==> config.mk <==
export PLATFORM = sky130hd
export DESIGN_NAME = dm_wb_cache
export DESIGN_NICKNAME = d
export VERILOG_FILES = /design/src/rtl/dmc_pkg.sv /design/src/rtl/dmc_line_store.sv /design/src/rtl/dmc_rr_picker.sv /design/src/rtl/dm_wb_cache.sv
export SDC_FILE = /design/constraint.sdc
export NUM_CORES = 1
export LEC_CHECK = 0
export BUFFER_PORTS_ARGS = -buffer_cell sky130_fd_sc_hd__buf_4
export CAP_MARGIN = 30
export CORE_MARGIN = 5
export CORE_UTILIZATION = 52
export DETAILED_ROUTE_END_ITERATION = 10
export PLACE_DENSITY = 0.79
export SETUP_SLACK_MARGIN = 0.02
export SLEW_MARGIN = 10
export SYNTH_ARGS = -nofsm -noshare
export SYNTH_HDL_FRONTEND = slang
export SYNTH_HIERARCHICAL = 1
export SYNTH_SLANG_ARGS = --single-unit
==> constraint.sdc <==
create_clock -name clk -period 9.4 [get_ports clk]
set_input_delay 0.94 -clock clk [delete_from_list [all_inputs] [get_ports clk]]
set_output_delay 0.94 -clock clk [all_outputs]
set_load 0.02 [all_outputs]
==> src/rtl/dmc_pkg.sv <==
package dmc_pkg;

   typedef enum logic [1:0] {
      MEM_IDLE  = 2'd0,
      MEM_FILL  = 2'd1,
      MEM_CLEAN = 2'd2
   } mem_state_e;

endpackage

==> src/rtl/dmc_line_store.sv <==
module dmc_line_store #(
   parameter int LINES  = 8,
   parameter int TAG_W  = 5,
   parameter int DATA_W = 32,
   parameter int IDX_W  = $clog2(LINES)
) (
   input  logic              clk,
   input  logic              rst_n,
   input  logic [IDX_W-1:0]  lk_idx,
   output logic              lk_valid,
   output logic              lk_dirty,
   output logic [TAG_W-1:0]  lk_tag,
   output logic [DATA_W-1:0] lk_data,
   input  logic [IDX_W-1:0]  cl_idx,
   output logic [TAG_W-1:0]  cl_tag,
   output logic [DATA_W-1:0] cl_data,
   output logic [LINES-1:0]  dirty_vec,
   input  logic              we,
   input  logic [IDX_W-1:0]  w_idx,
   input  logic [TAG_W-1:0]  w_tag,
   input  logic [DATA_W-1:0] w_data,
   input  logic              w_dirty,
   input  logic              clr_en,
   input  logic [IDX_W-1:0]  clr_idx,
   input  logic              inv_all
);

   logic              vld_q [LINES];
   logic              drt_q [LINES];
   logic [TAG_W-1:0]  tag_q [LINES];
   logic [DATA_W-1:0] dat_q [LINES];

   for (genvar i = 0; i < LINES; i++) begin : g_line
      always_ff @(posedge clk or negedge rst_n) begin
         if (!rst_n) begin
            vld_q[i] <= 1'b0;
            drt_q[i] <= 1'b0;
            tag_q[i] <= '0;
            dat_q[i] <= '0;
         end else if (inv_all) begin
            vld_q[i] <= 1'b0;
            drt_q[i] <= 1'b0;
         end else if (we && w_idx == IDX_W'(i)) begin
            vld_q[i] <= 1'b1;
            drt_q[i] <= w_dirty;
            tag_q[i] <= w_tag;
            dat_q[i] <= w_data;
         end else if (clr_en && clr_idx == IDX_W'(i)) begin
            drt_q[i] <= 1'b0;
         end
      end
      assign dirty_vec[i] = drt_q[i];
   end

   assign lk_valid = vld_q[lk_idx];
   assign lk_dirty = drt_q[lk_idx];
   assign lk_tag   = tag_q[lk_idx];
   assign lk_data  = dat_q[lk_idx];
   assign cl_tag   = tag_q[cl_idx];
   assign cl_data  = dat_q[cl_idx];

   // a write-back completion only ever cleans a line that is dirty
   p_clean_hits_dirty_r8: assert property (@(posedge clk) disable iff (!rst_n)
      clr_en |-> drt_q[clr_idx])
      else $error("write-back cleared a line that was not dirty");

   // a fill never lands on a dirty line
   p_fill_on_clean_r7: assert property (@(posedge clk) disable iff (!rst_n)
      (we && !w_dirty) |-> !drt_q[w_idx])
      else $error("fill overwrote a dirty line");

   // a dirty line is only rewritten under its own tag
   p_keep_dirty_tag_r7: assert property (@(posedge clk) disable iff (!rst_n)
      (we && drt_q[w_idx]) |-> (tag_q[w_idx] == w_tag))
      else $error("dirty line replaced under another tag");

endmodule

==> src/rtl/dmc_rr_picker.sv <==
module dmc_rr_picker #(
   parameter int LINES = 8,
   parameter int IDX_W = $clog2(LINES)
) (
   input  logic             clk,
   input  logic             rst_n,
   input  logic [LINES-1:0] dirty,
   input  logic             take,
   output logic             any,
   output logic [IDX_W-1:0] sel
);

   logic [IDX_W-1:0] ptr_q;

   always_comb begin
      logic [IDX_W-1:0] cand;
      any = 1'b0;
      sel = '0;
      for (int k = 0; k < LINES; k++) begin
         cand = ptr_q + IDX_W'(k);
         if (!any && dirty[cand]) begin
            any = 1'b1;
            sel = cand;
         end
      end
   end

   always_ff @(posedge clk or negedge rst_n) begin
      if (!rst_n)    ptr_q <= '0;
      else if (take) ptr_q <= sel + 1'b1;
   end

   // the engine only launches on a line that is dirty
   p_pick_is_dirty_r10: assert property (@(posedge clk) disable iff (!rst_n)
      take |-> dirty[sel])
      else $error("write-back launched on a clean line");

endmodule

==> src/rtl/dm_wb_cache.sv <==
module dm_wb_cache
   import dmc_pkg::*;
#(
   parameter int ADDR_W = 8,
   parameter int DATA_W = 32,
   parameter int LINES  = 8
) (
   input  logic              clk,
   input  logic              rst_n,
   input  logic              cpu_valid,
   input  logic              cpu_write,
   input  logic [ADDR_W-1:0] cpu_addr,
   input  logic [DATA_W-1:0] cpu_wdata,
   output logic              cpu_ready,
   output logic              cpu_hit,
   output logic [DATA_W-1:0] cpu_rdata,
   input  logic              flush_req,
   output logic              flush_busy,
   output logic              mem_req,
   output logic              mem_we,
   output logic [ADDR_W-1:0] mem_addr,
   output logic [DATA_W-1:0] mem_wdata,
   input  logic              mem_ack,
   input  logic [DATA_W-1:0] mem_rdata
);

   localparam int IDX_W = $clog2(LINES);
   localparam int TAG_W = ADDR_W - IDX_W;

   if (LINES < 2 || (1 << IDX_W) != LINES) begin : g_bad_lines
      $error("LINES must be a power of two of at least 2");
   end
   if (TAG_W < 1) begin : g_bad_addr
      $error("ADDR_W must exceed the index width");
   end

   logic [IDX_W-1:0]  req_idx;
   logic [TAG_W-1:0]  req_tag;
   logic              lk_valid, lk_dirty;
   logic [TAG_W-1:0]  lk_tag, cl_tag;
   logic [DATA_W-1:0] lk_data, cl_data;
   logic [LINES-1:0]  dirty_vec;
   logic              pk_any;
   logic [IDX_W-1:0]  pk_sel;

   mem_state_e        mst_q;
   logic              flush_q;
   logic [IDX_W-1:0]  cln_idx_q;
   logic              req_q, we_q;
   logic [ADDR_W-1:0] addr_q;
   logic [DATA_W-1:0] wdata_q;

   logic hit, blocked_wr, rd_ok, wr_ok, wr_accept, need_fill;
   logic fill_done, clean_done, take, inv_all;
   logic              arr_we, arr_dirty;
   logic [IDX_W-1:0]  arr_idx;
   logic [TAG_W-1:0]  arr_tag;
   logic [DATA_W-1:0] arr_data;

   assign req_idx = cpu_addr[IDX_W-1:0];
   assign req_tag = cpu_addr[ADDR_W-1:IDX_W];

   // lookup and processor-side acceptance
   assign hit        = lk_valid && (lk_tag == req_tag);
   assign blocked_wr = (mst_q == MEM_CLEAN) && (cln_idx_q == req_idx);
   assign rd_ok      = !cpu_write && hit;
   assign wr_ok      = cpu_write && (hit || !lk_dirty) && !blocked_wr;
   assign cpu_ready  = cpu_valid && !flush_q && (mst_q != MEM_FILL) && (rd_ok || wr_ok);
   assign cpu_hit    = cpu_valid && hit;
   assign cpu_rdata  = lk_data;
   assign wr_accept  = cpu_ready && cpu_write;
   assign need_fill  = cpu_valid && !cpu_write && !hit && !lk_dirty && !flush_q;

   // memory-side arbitration: demand fill first, then background write-back
   assign fill_done  = (mst_q == MEM_FILL)  && mem_ack;
   assign clean_done = (mst_q == MEM_CLEAN) && mem_ack;
   assign take       = (mst_q == MEM_IDLE) && !need_fill && pk_any && !wr_accept;
   assign inv_all    = flush_q && (mst_q == MEM_IDLE) && !pk_any;

   // single write port of the line store: fill or processor store
   assign arr_we    = wr_accept || fill_done;
   assign arr_idx   = fill_done ? addr_q[IDX_W-1:0]      : req_idx;
   assign arr_tag   = fill_done ? addr_q[ADDR_W-1:IDX_W] : req_tag;
   assign arr_data  = fill_done ? mem_rdata              : cpu_wdata;
   assign arr_dirty = !fill_done;

   dmc_line_store #(
      .LINES (LINES),
      .TAG_W (TAG_W),
      .DATA_W(DATA_W),
      .IDX_W (IDX_W)
   ) u_store (
      .clk      (clk),
      .rst_n    (rst_n),
      .lk_idx   (req_idx),
      .lk_valid (lk_valid),
      .lk_dirty (lk_dirty),
      .lk_tag   (lk_tag),
      .lk_data  (lk_data),
      .cl_idx   (pk_sel),
      .cl_tag   (cl_tag),
      .cl_data  (cl_data),
      .dirty_vec(dirty_vec),
      .we       (arr_we),
      .w_idx    (arr_idx),
      .w_tag    (arr_tag),
      .w_data   (arr_data),
      .w_dirty  (arr_dirty),
      .clr_en   (clean_done),
      .clr_idx  (cln_idx_q),
      .inv_all  (inv_all)
   );

   dmc_rr_picker #(
      .LINES(LINES),
      .IDX_W(IDX_W)
   ) u_pick (
      .clk  (clk),
      .rst_n(rst_n),
      .dirty(dirty_vec),
      .take (take),
      .any  (pk_any),
      .sel  (pk_sel)
   );

   always_ff @(posedge clk or negedge rst_n) begin
      if (!rst_n) begin
         mst_q     <= MEM_IDLE;
         req_q     <= 1'b0;
         we_q      <= 1'b0;
         addr_q    <= '0;
         wdata_q   <= '0;
         cln_idx_q <= '0;
      end else begin
         unique case (mst_q)
            MEM_IDLE: begin
               if (need_fill) begin
                  mst_q  <= MEM_FILL;
                  req_q  <= 1'b1;
                  we_q   <= 1'b0;
                  addr_q <= cpu_addr;
               end else if (take) begin
                  mst_q     <= MEM_CLEAN;
                  req_q     <= 1'b1;
                  we_q      <= 1'b1;
                  addr_q    <= {cl_tag, pk_sel};
                  wdata_q   <= cl_data;
                  cln_idx_q <= pk_sel;
               end
            end
            MEM_FILL, MEM_CLEAN: begin
               if (mem_ack) begin
                  mst_q <= MEM_IDLE;
                  req_q <= 1'b0;
               end
            end
            default: mst_q <= MEM_IDLE;
         endcase
      end
   end

   always_ff @(posedge clk or negedge rst_n) begin
      if (!rst_n)                    flush_q <= 1'b0;
      else if (inv_all)              flush_q <= 1'b0;
      else if (flush_req)            flush_q <= 1'b1;
   end

   assign flush_busy = flush_q;
   assign mem_req    = req_q;
   assign mem_we     = we_q;
   assign mem_addr   = addr_q;
   assign mem_wdata  = wdata_q;

   p_quiet_start_r8: assert property (@(posedge clk) disable iff (!rst_n)
      (wr_accept && mst_q == MEM_IDLE) |=> (mst_q != MEM_CLEAN))
      else $error("write-back started on a store cycle");

   p_hold_req_r11: assert property (@(posedge clk) disable iff (!rst_n)
      (mem_req && !mem_ack) |=> (mem_req && $stable(mem_addr) && $stable(mem_we)))
      else $error("memory request changed before acknowledge");

   p_fill_first_r11: assert property (@(posedge clk) disable iff (!rst_n)
      (mst_q == MEM_IDLE && need_fill) |=> (mem_req && !mem_we))
      else $error("fill lost arbitration");

   p_stall_fill_r12: assert property (@(posedge clk) disable iff (!rst_n)
      (mst_q == MEM_FILL) |-> !cpu_ready)
      else $error("ready during fill");

   p_flush_stall_r9: assert property (@(posedge clk) disable iff (!rst_n)
      flush_busy |-> !cpu_ready)
      else $error("ready during flush");

endmodule

=== Word level (Yosys, flattened, before mapping) ===
Cells that the tools add are included.

* Word-level logic and storage cells: 287
* Register bits after elaboration: 363
* Output and inout bits: 77
* Bits of input ports: 78

* $add $sub $neg: 8
* $lt $le $gt $ge: 10
* Mux-type cells: 106
* Bitwise operators: 4
* Reduce and logical (&&, ||, !) cells: 98
* Equality and inequality tests: 21

{| class="wikitable"
|+ Operator list
! kind !! count
|-
| binary-select mux 32 bit (select 3 bit) || 2
|-
| two-way mux 32 bit || 5
|-
| two-way mux 1 bit || 66
|-
| logical AND 1 bit || 44
|-
| less-than comparator 3 x 4 -> 1 bit, second input constant || 8
|-
| binary-select mux 1 bit (select 3 bit) || 10
|-
| binary-select mux 5 bit (select 3 bit) || 2
|-
| two-way mux 3 bit || 9
|-
| two-way mux 5 bit || 5
|-
| == test 3 bit, second input constant || 8
|-
| nonzero test 3 bit || 8
|-
| nonzero test 2 bit || 11
|-
| AND reduction 2 bit || 10
|-
| logical NOT 1 bit || 16
|-
| two-way mux 8 bit || 2
|-
| adder 3 bit, second input constant || 4
|-
| == test 3 x 2 -> 1 bit, second input constant || 4
|-
| >= comparator 4 bit, second input constant || 2
|-
| inverter 3 -> 4 bit || 2
|-
| adder 3 x 1 -> 3 bit, second input constant || 2
|-
| adder 3 x 2 -> 3 bit, second input constant || 2
|-
| == test 3 x 1 -> 1 bit, second input constant || 2
|-
| logical NOT 3 bit || 2
|-
| two-way mux 2 bit || 3
|-
| 14 further kinds || 18
|}

=== Longest topological paths before layout ===
* Depth after elaboration: 30
* Mapped depth: 18
* Gate-level depth less buffers: 13

=== By module ===
The synthesis kept the hierarchy.

{| class="wikitable"
|+ By module, submodules not included
! module !! area an instance (µm²) !! seq. area each (µm²) !! instances !! cells an instance
|-
| dmc_line_store || 16500.8 || 7807.5 || 1 || 980
|-
| dm_wb_cache || 2797.7 || 1201.2 || 1 || 227
|-
| dmc_rr_picker || 1172.4 || 75.1 || 1 || 125
|}

=== Least setup slack after synthesis ===
OpenSTA, ideal clock, no wires.

* Kind: register to register
* Start point: reg u_pick.ptr_q[1]
* End point: reg wdata_q[15] (netlist: mem_wdata[15])
* Setup time: 0.127 ns
* Buffers on the path: 5
* Required time: 9.273 ns
* Slack: 4.827 ns
* Data arrival time: 4.445 ns
* Stages on the path, launching flop included: 18
* Period minus slack after synthesis: 4.573 ns
* Cells stage by stage: dfrtp_1 > buf_6 > clkbuf_1 > inv_1 > ha_1 > buf_2 > mux2_1 > a221oi_2 > a2bb2o_2 > nand3_4 > and2b_1 > nor2_1 > a21oi_1 > buf_4 > buf_4 > mux4_2 > mux2_2 > mux2_1

* Cells in the longest elaborated chain, start to end: 28
* Elaborated cells on any way between the ends: 60
* Those cells by class: add/sub (7); mux (35); bitwise (1); reduce/logical (17)

{| class="wikitable"
|+ Ends and longest elaborated chain
! element !! line !! text
|-
| from (decl) || dmc_rr_picker.sv:13 || <nowiki>logic [IDX_W-1:0] ptr_q;</nowiki>
|-
| from (signal assigned) || dmc_rr_picker.sv:30 || <nowiki>else if (take) ptr_q <= sel + 1'b1;</nowiki>
|-
| branches (longest 23 deep; another with adder 3 x 1 -> 3 bit) || -- ||
|-
| two-way mux 3 bit (*) || dmc_rr_picker.sv:21 || <nowiki>if (!any && dirty[cand]) begin</nowiki>
|-
| named net pk_sel[0] || dm_wb_cache.sv:44 || <nowiki>logic [IDX_W-1:0] pk_sel;</nowiki>
|-
| inverter 3 -> 4 bit (not written as such) (*) || dmc_line_store.sv:60 || <nowiki>assign cl_data = dat_q[cl_idx];</nowiki>
|-
| binary-select mux 32 bit (select 3 bit) (*) || dmc_line_store.sv:60 ||
|-
| two-way mux 32 bit (not written as such) (*) (2 in a row) || dmc_line_store.sv:60 ||
|-
| named net cl_data[15] || dm_wb_cache.sv:41 || <nowiki>logic [DATA_W-1:0] lk_data, cl_data;</nowiki>
|-
| to (signal assigned) || dm_wb_cache.sv:147 || <nowiki>wdata_q <= cl_data;</nowiki>
|-
| to (decl) || dm_wb_cache.sv:51 || <nowiki>logic [DATA_W-1:0] wdata_q;</nowiki>
|}

Mark *: on every way through the listed nets, which the timed path passes. The select of a mux whose other input is x is not followed.
A chain may end at the register's enable or synchronous reset.

=== Worst setup path after layout ===
* Start point: in cpu_addr[1]
* End point: reg u_store/dat_q[216] in the netlist's numbering

* Cells in the longest elaborated chain, start to end: 15
* Elaborated cells on any way between the ends: 28
* Those cells by class: eq/ne (3); mux (10); bitwise (1); reduce/logical (14)

{| class="wikitable"
|+ Ends and longest elaborated chain
! element !! line !! text
|-
| from (decl) || dm_wb_cache.sv:12 || <nowiki>input logic [ADDR_W-1:0] cpu_addr,</nowiki>
|-
| inverter 3 -> 4 bit (not written as such) (*) || dmc_line_store.sv:57 || <nowiki>assign lk_tag = tag_q[lk_idx];</nowiki>
|-
| binary-select mux 5 bit (select 3 bit) (*) || dmc_line_store.sv:57 ||
|-
| two-way mux 5 bit (not written as such) (*) (2 in a row) || dmc_line_store.sv:57 ||
|-
| named net lk_tag[4] || dm_wb_cache.sv:40 || <nowiki>logic [TAG_W-1:0] lk_tag, cl_tag;</nowiki>
|-
| == test 5 bit (*) || dm_wb_cache.sv:64 || <nowiki>assign hit = lk_valid && (lk_tag == req_tag);</nowiki>
|-
| logical AND 1 bit (*) || dm_wb_cache.sv:64 ||
|-
| logical OR 1 bit || dm_wb_cache.sv:67 || <nowiki>assign wr_ok = cpu_write && (hit || !lk_dirty) && !blocked_wr;</nowiki>
|-
| logical AND 1 bit (2 in a row) || dm_wb_cache.sv:67 ||
|-
| logical OR 1 bit (*) || dm_wb_cache.sv:68 || <nowiki>assign cpu_ready = cpu_valid && !flush_q && (mst_q != MEM_FILL) && (rd_ok || wr_ok);</nowiki>
|-
| logical AND 1 bit (*) || dm_wb_cache.sv:68 ||
|-
| logical AND 1 bit (*) || dm_wb_cache.sv:71 || <nowiki>assign wr_accept = cpu_ready && cpu_write;</nowiki>
|-
| logical OR 1 bit (*) || dm_wb_cache.sv:81 || <nowiki>assign arr_we = wr_accept || fill_done;</nowiki>
|-
| named net arr_we || dm_wb_cache.sv:55 || <nowiki>logic arr_we, arr_dirty;</nowiki>
|-
| logical AND 1 bit (*) || dmc_line_store.sv:43 || <nowiki>end else if (we && w_idx == IDX_W'(i)) begin</nowiki>
|-
| AND reduction 2 bit (no source line) (*) || -- ||
|-
| to (signal, indexed assignment) || dmc_line_store.sv:47 || <nowiki>dat_q[i] <= w_data;</nowiki>
|-
| to (decl) || dmc_line_store.sv:31 || <nowiki>logic [DATA_W-1:0] dat_q [LINES];</nowiki>
|}

Mark *: on every way through the listed nets, which the timed path passes. The rest lies on a longest branch. The select of a mux whose other input is x is not followed.

==> flow_metrics.py <==
metrics = {
    "global_route": {
        "grt_pass1_wl_mm": 77.9,
        "grt_start_max_net_pins": 137,
        "grt_usage_pct": 22.3,
        "grt_pass1_vias": 13395,
        "antenna_found_initial": 0,
        "grt-ovfl-total": 0,
    },
    "placed_design": {
        "gp_congestion": 0.856,
        "place_hpwl_mm": 30.1,
        "place_inst": 1933,
        "numPortBuffers": 154,
        "preCtsSetupSlack_ns": 3.03,
        "dpl_cell_area_um2": 21900,
    },
    "sta": {
        "hold_viol_final": 0,
        "period_share_pct": 61.8,
        "holdWs_ns": 0.485,
        "relSlewSlack_pct": 34.4,
        "clock.fmax_mhz": 172,
        "setup_ws_ns": 3.59,
        "rsz0062_at_grt": "false",
        "tightest_slew_ns": 0.985,
        "clock-skew-final_ns": 0.0220,
        "drv_slew": 0,
        "tns_ns": 0,
        "period_minus_slack_ns": 5.81,
        "setup_viol": 0,
    },
    "finish": {
        "design_area_um2": 23300,
        "final_cells": 2003,
        "drive_above_1_share_pct": 57.4,
        "area.growth.synth_to_final_pct": 13.7,
        "diodes": 0,
        "fillers": 2883,
        "utilization_pct": 60.0,
        "fin_nets": 1540,
    },
    "floorplan": {
        "fp.dieH_um": 208,
        "fp.dieArea_um2": 43400,
        "core_um2": 38800,
        "die_w_um": 208,
        "io_pins": 155,
        "fp-row-count": 72,
        "start_util_pct": 52.7,
    },
    "cts": {
        "postCtsSetupRepairBufs": 0,
        "clock-sinks": 363,
        "clk_pin_slew_ns": 0.06,
        "worst_skew_pair.late_latency_ns": 0.53,
        "cts_buffer_depth": 3,
        "h-tree-depth": 2,
        "cts_resized": 0,
        "cts_made_buffers": 39,
        "hold_buffers": 0,
        "cts-root-buf": "clkbuf_16",
        "cts_tree": "done",
    },
    "min_path": {
        "hold-path-endpoint": "mem_wdata[16]$_DFFE_PN0P_",
        "holdCritPathClass": "reg2reg",
        "min_from": "mem_wdata[16]$_DFFE_PN0P_",
        "hold-path-cell-count": 1,
    },
    "yosys": {
        "synthArstFlopShare_pct": 100,
        "syn_avg_cell_area_um2": 15.4,
        "ys_seq_elements": 363,
        "ys_top_cells_by_count": "377 x mux2_2, 363 x dfrtp_1, 163 x mux4_2",
        "syn_nets": 1416,
        "syn-cell-area_um2": 20500,
        "yosysSeqAreaShare_pct": 44.4,
        "yosysTopAreaCell": "dfrtp_1",
        "synth_ff_type": "dfrtp_1",
        "synth_edf_count": 0,
        "synth_top_cells_by_area": "dfrtp_1 44%, mux2_2 21%, mux4_2 18%",
        "synthMostInstantiatedCell": "mux2_2",
        "yosysTopAreaCellShare_pct": 44.4,
        "yosysWarnings": 6,
        "yosysUniqueCellTypes": 79,
        "postSynthCellCount": 1332,
    },
    "critical_path": {
        "rr_startpoint": "u_pick/ptr_q[0]$_DFFE_PN0P_",
        "critical_path.reg2reg.endpoint": "u_store/dat_q[216]$_DFFE_PN0P_",
        "reg2reg_slack_ns": 3.83,
        "crit_fanout": 34,
        "crit_path_end_kind": "register",
        "cp.required_ns": 9.81,
        "rr_worst_depth": 14,
        "cp.arrival_ns": 6.22,
        "path_class": "in2reg",
        "critPathLaunchType": "primary input",
    },
    "power_and_ir_drop": {
        "clkPwrFrac_pct": 15.6,
        "combPwrFrac_pct": 55.9,
        "power.total_mw": 10.4,
        "power_density_nw_per_um2": 448,
        "leakage_nw": 10.4,
        "intPower_mw": 6.51,
        "pwr-share-seq_pct": 28.5,
        "peakVddDrop_mv": 0.447,
        "p_sw_share_pct": 37.6,
        "p_sw_mw": 3.92,
    },
    "status": {
        "status": "finished, final reports clean",
    },
    "routing": {
        "drc": 0,
        "drt_iter0_drc": 963,
        "vias_per_cell": 6.31,
        "routed_wl_mm": 48.7,
        "dr.pass1.iters": 5,
        "wl_per_cell_um": 24.3,
        "vias": 12629,
        "drtAntennaViolNets": 0,
    },
    "job": {
        "maxCapViolations": 0,
    },
}
how the worst max path moves through the flow:
| stage | from | end | slack, ns | depth (start not counted) |
|---|---|---|---|---|
| 2_1_floorplan | u_pick/ptr_q[1]$_DFFE_PN0P_ | mem_wdata[15]$_DFFE_PN0P_ | 4.83 | 17 |
| 6_report | cpu_addr[1] | u_store/dat_q[216]$_DFFE_PN0P_ | 3.59 | 13 |
| 5_1_grt | cpu_addr[1] | u_store/dat_q[214]$_DFFE_PN0P_ | 3.21 | 13 |
| 3_5_place_dp | cpu_addr[1] | u_store/dat_q[222]$_DFFE_PN0P_ | 3.03 | 13 |
| 3_3_place_gp | cpu_addr[1] | u_store/dat_q[213]$_DFFE_PN0P_ | 3.10 | 13 |
| 4_1_cts | cpu_addr[1] | u_store/dat_q[214]$_DFFE_PN0P_ | 3.58 | 13 |
critical path: stages:
cell and delay (ns):
buf_4 0.45, buf_4 0.68, mux4_2 0.59, mux2_2 0.31, xnor2_1 0.18, nand4_1 0.11, o21ai_0 0.62, nand2_1 0.13
nand2_1 0.31, nand3b_4 0.20, nor3_4 0.78, buf_4 0.49, mux2_2 0.39
per-layer routing:
metal	vias to the layer above	global-route usage [%]	part of all wire, %	wire length, µm
met5	-	0	0	0
met4	0	5.41	2.0	976
met3	69	3.60	5.6	2720
met2	426	35.8	49	23800
met1	6740	32.2	43	21200
li1	5394	-	-	-
final cells by class:
type / count / area [µm²] / share of cell area (%)
clock buffer: 56 / 1190 / 5.12
clock inverter: 14 / 190 / 0.817
inverter: 28 / 105 / 0.452
multi-input combinational: 846 / 10600 / 45.7
sequential: 363 / 9080 / 39.0
tap: 518 / 648 / 2.78
timing repair buffer: 178 / 1410 / 6.05
logic make-up after synthesis:
kind of cell	count (synthesis)	synth area share [%]
DFF	363	44.4
adders and majority gates	6	0.367
buffers and inverters	123	3.88
AOI/OAI and AO/OA	79	2.91
muxes	624	44.2
xor gates and xnor gates	13	0.593
and+or+nand+nor	124	3.72
layout by cell type, fill, tap and decap left out, drive strengths merged, types with 6 or more instances in the layout:
| cell type | netlist | layout |
|---|---|---|
| mux2 | 454 | 454 |
| dfrtp | 363 | 363 |
| buf | 77 | 178 |
| mux4 | 164 | 164 |
| clkbuf | 18 | 56 |
| nand2 | 30 | 30 |
| inv | 28 | 29 |
| nor2 | 29 | 29 |
| o21ai | 18 | 18 |
| nor3 | 12 | 12 |
| o31ai | 10 | 10 |
| a21oi | 10 | 10 |
| a221oi | 9 | 9 |
| nand2b | 8 | 8 |
| xnor2 | 8 | 8 |
| clkinv | 0 | 7 |
| ha | 6 | 6 |
| mux2i | 6 | 6 |
state kept, by name (all words and copies together), names as in the netlist:
register and flops:
mst_q 2, flush_busy 1, u_store/tag_q 40, cln_idx_q 3, u_store/dat_q 256, mem_wdata 32, mem_addr 8, u_pick/ptr_q 3
mem_req 1, mem_we 1, u_store/dirty_vec 8, u_store/vld_q 8
power groups by stage:
stage / Sequential, mW / Combinational, mW / Clock [mW]
floorplan: 2.79 / 4.51 / 0
detailed placement: 2.97 / 5.82 / 0
global placement: 2.91 / 5.64 / 0
global route: 3.06 / 6.24 / 1.73
CTS: 2.96 / 5.86 / 1.66
finish: 2.97 / 5.83 / 1.63
Power figures use the tool's default switching activity.
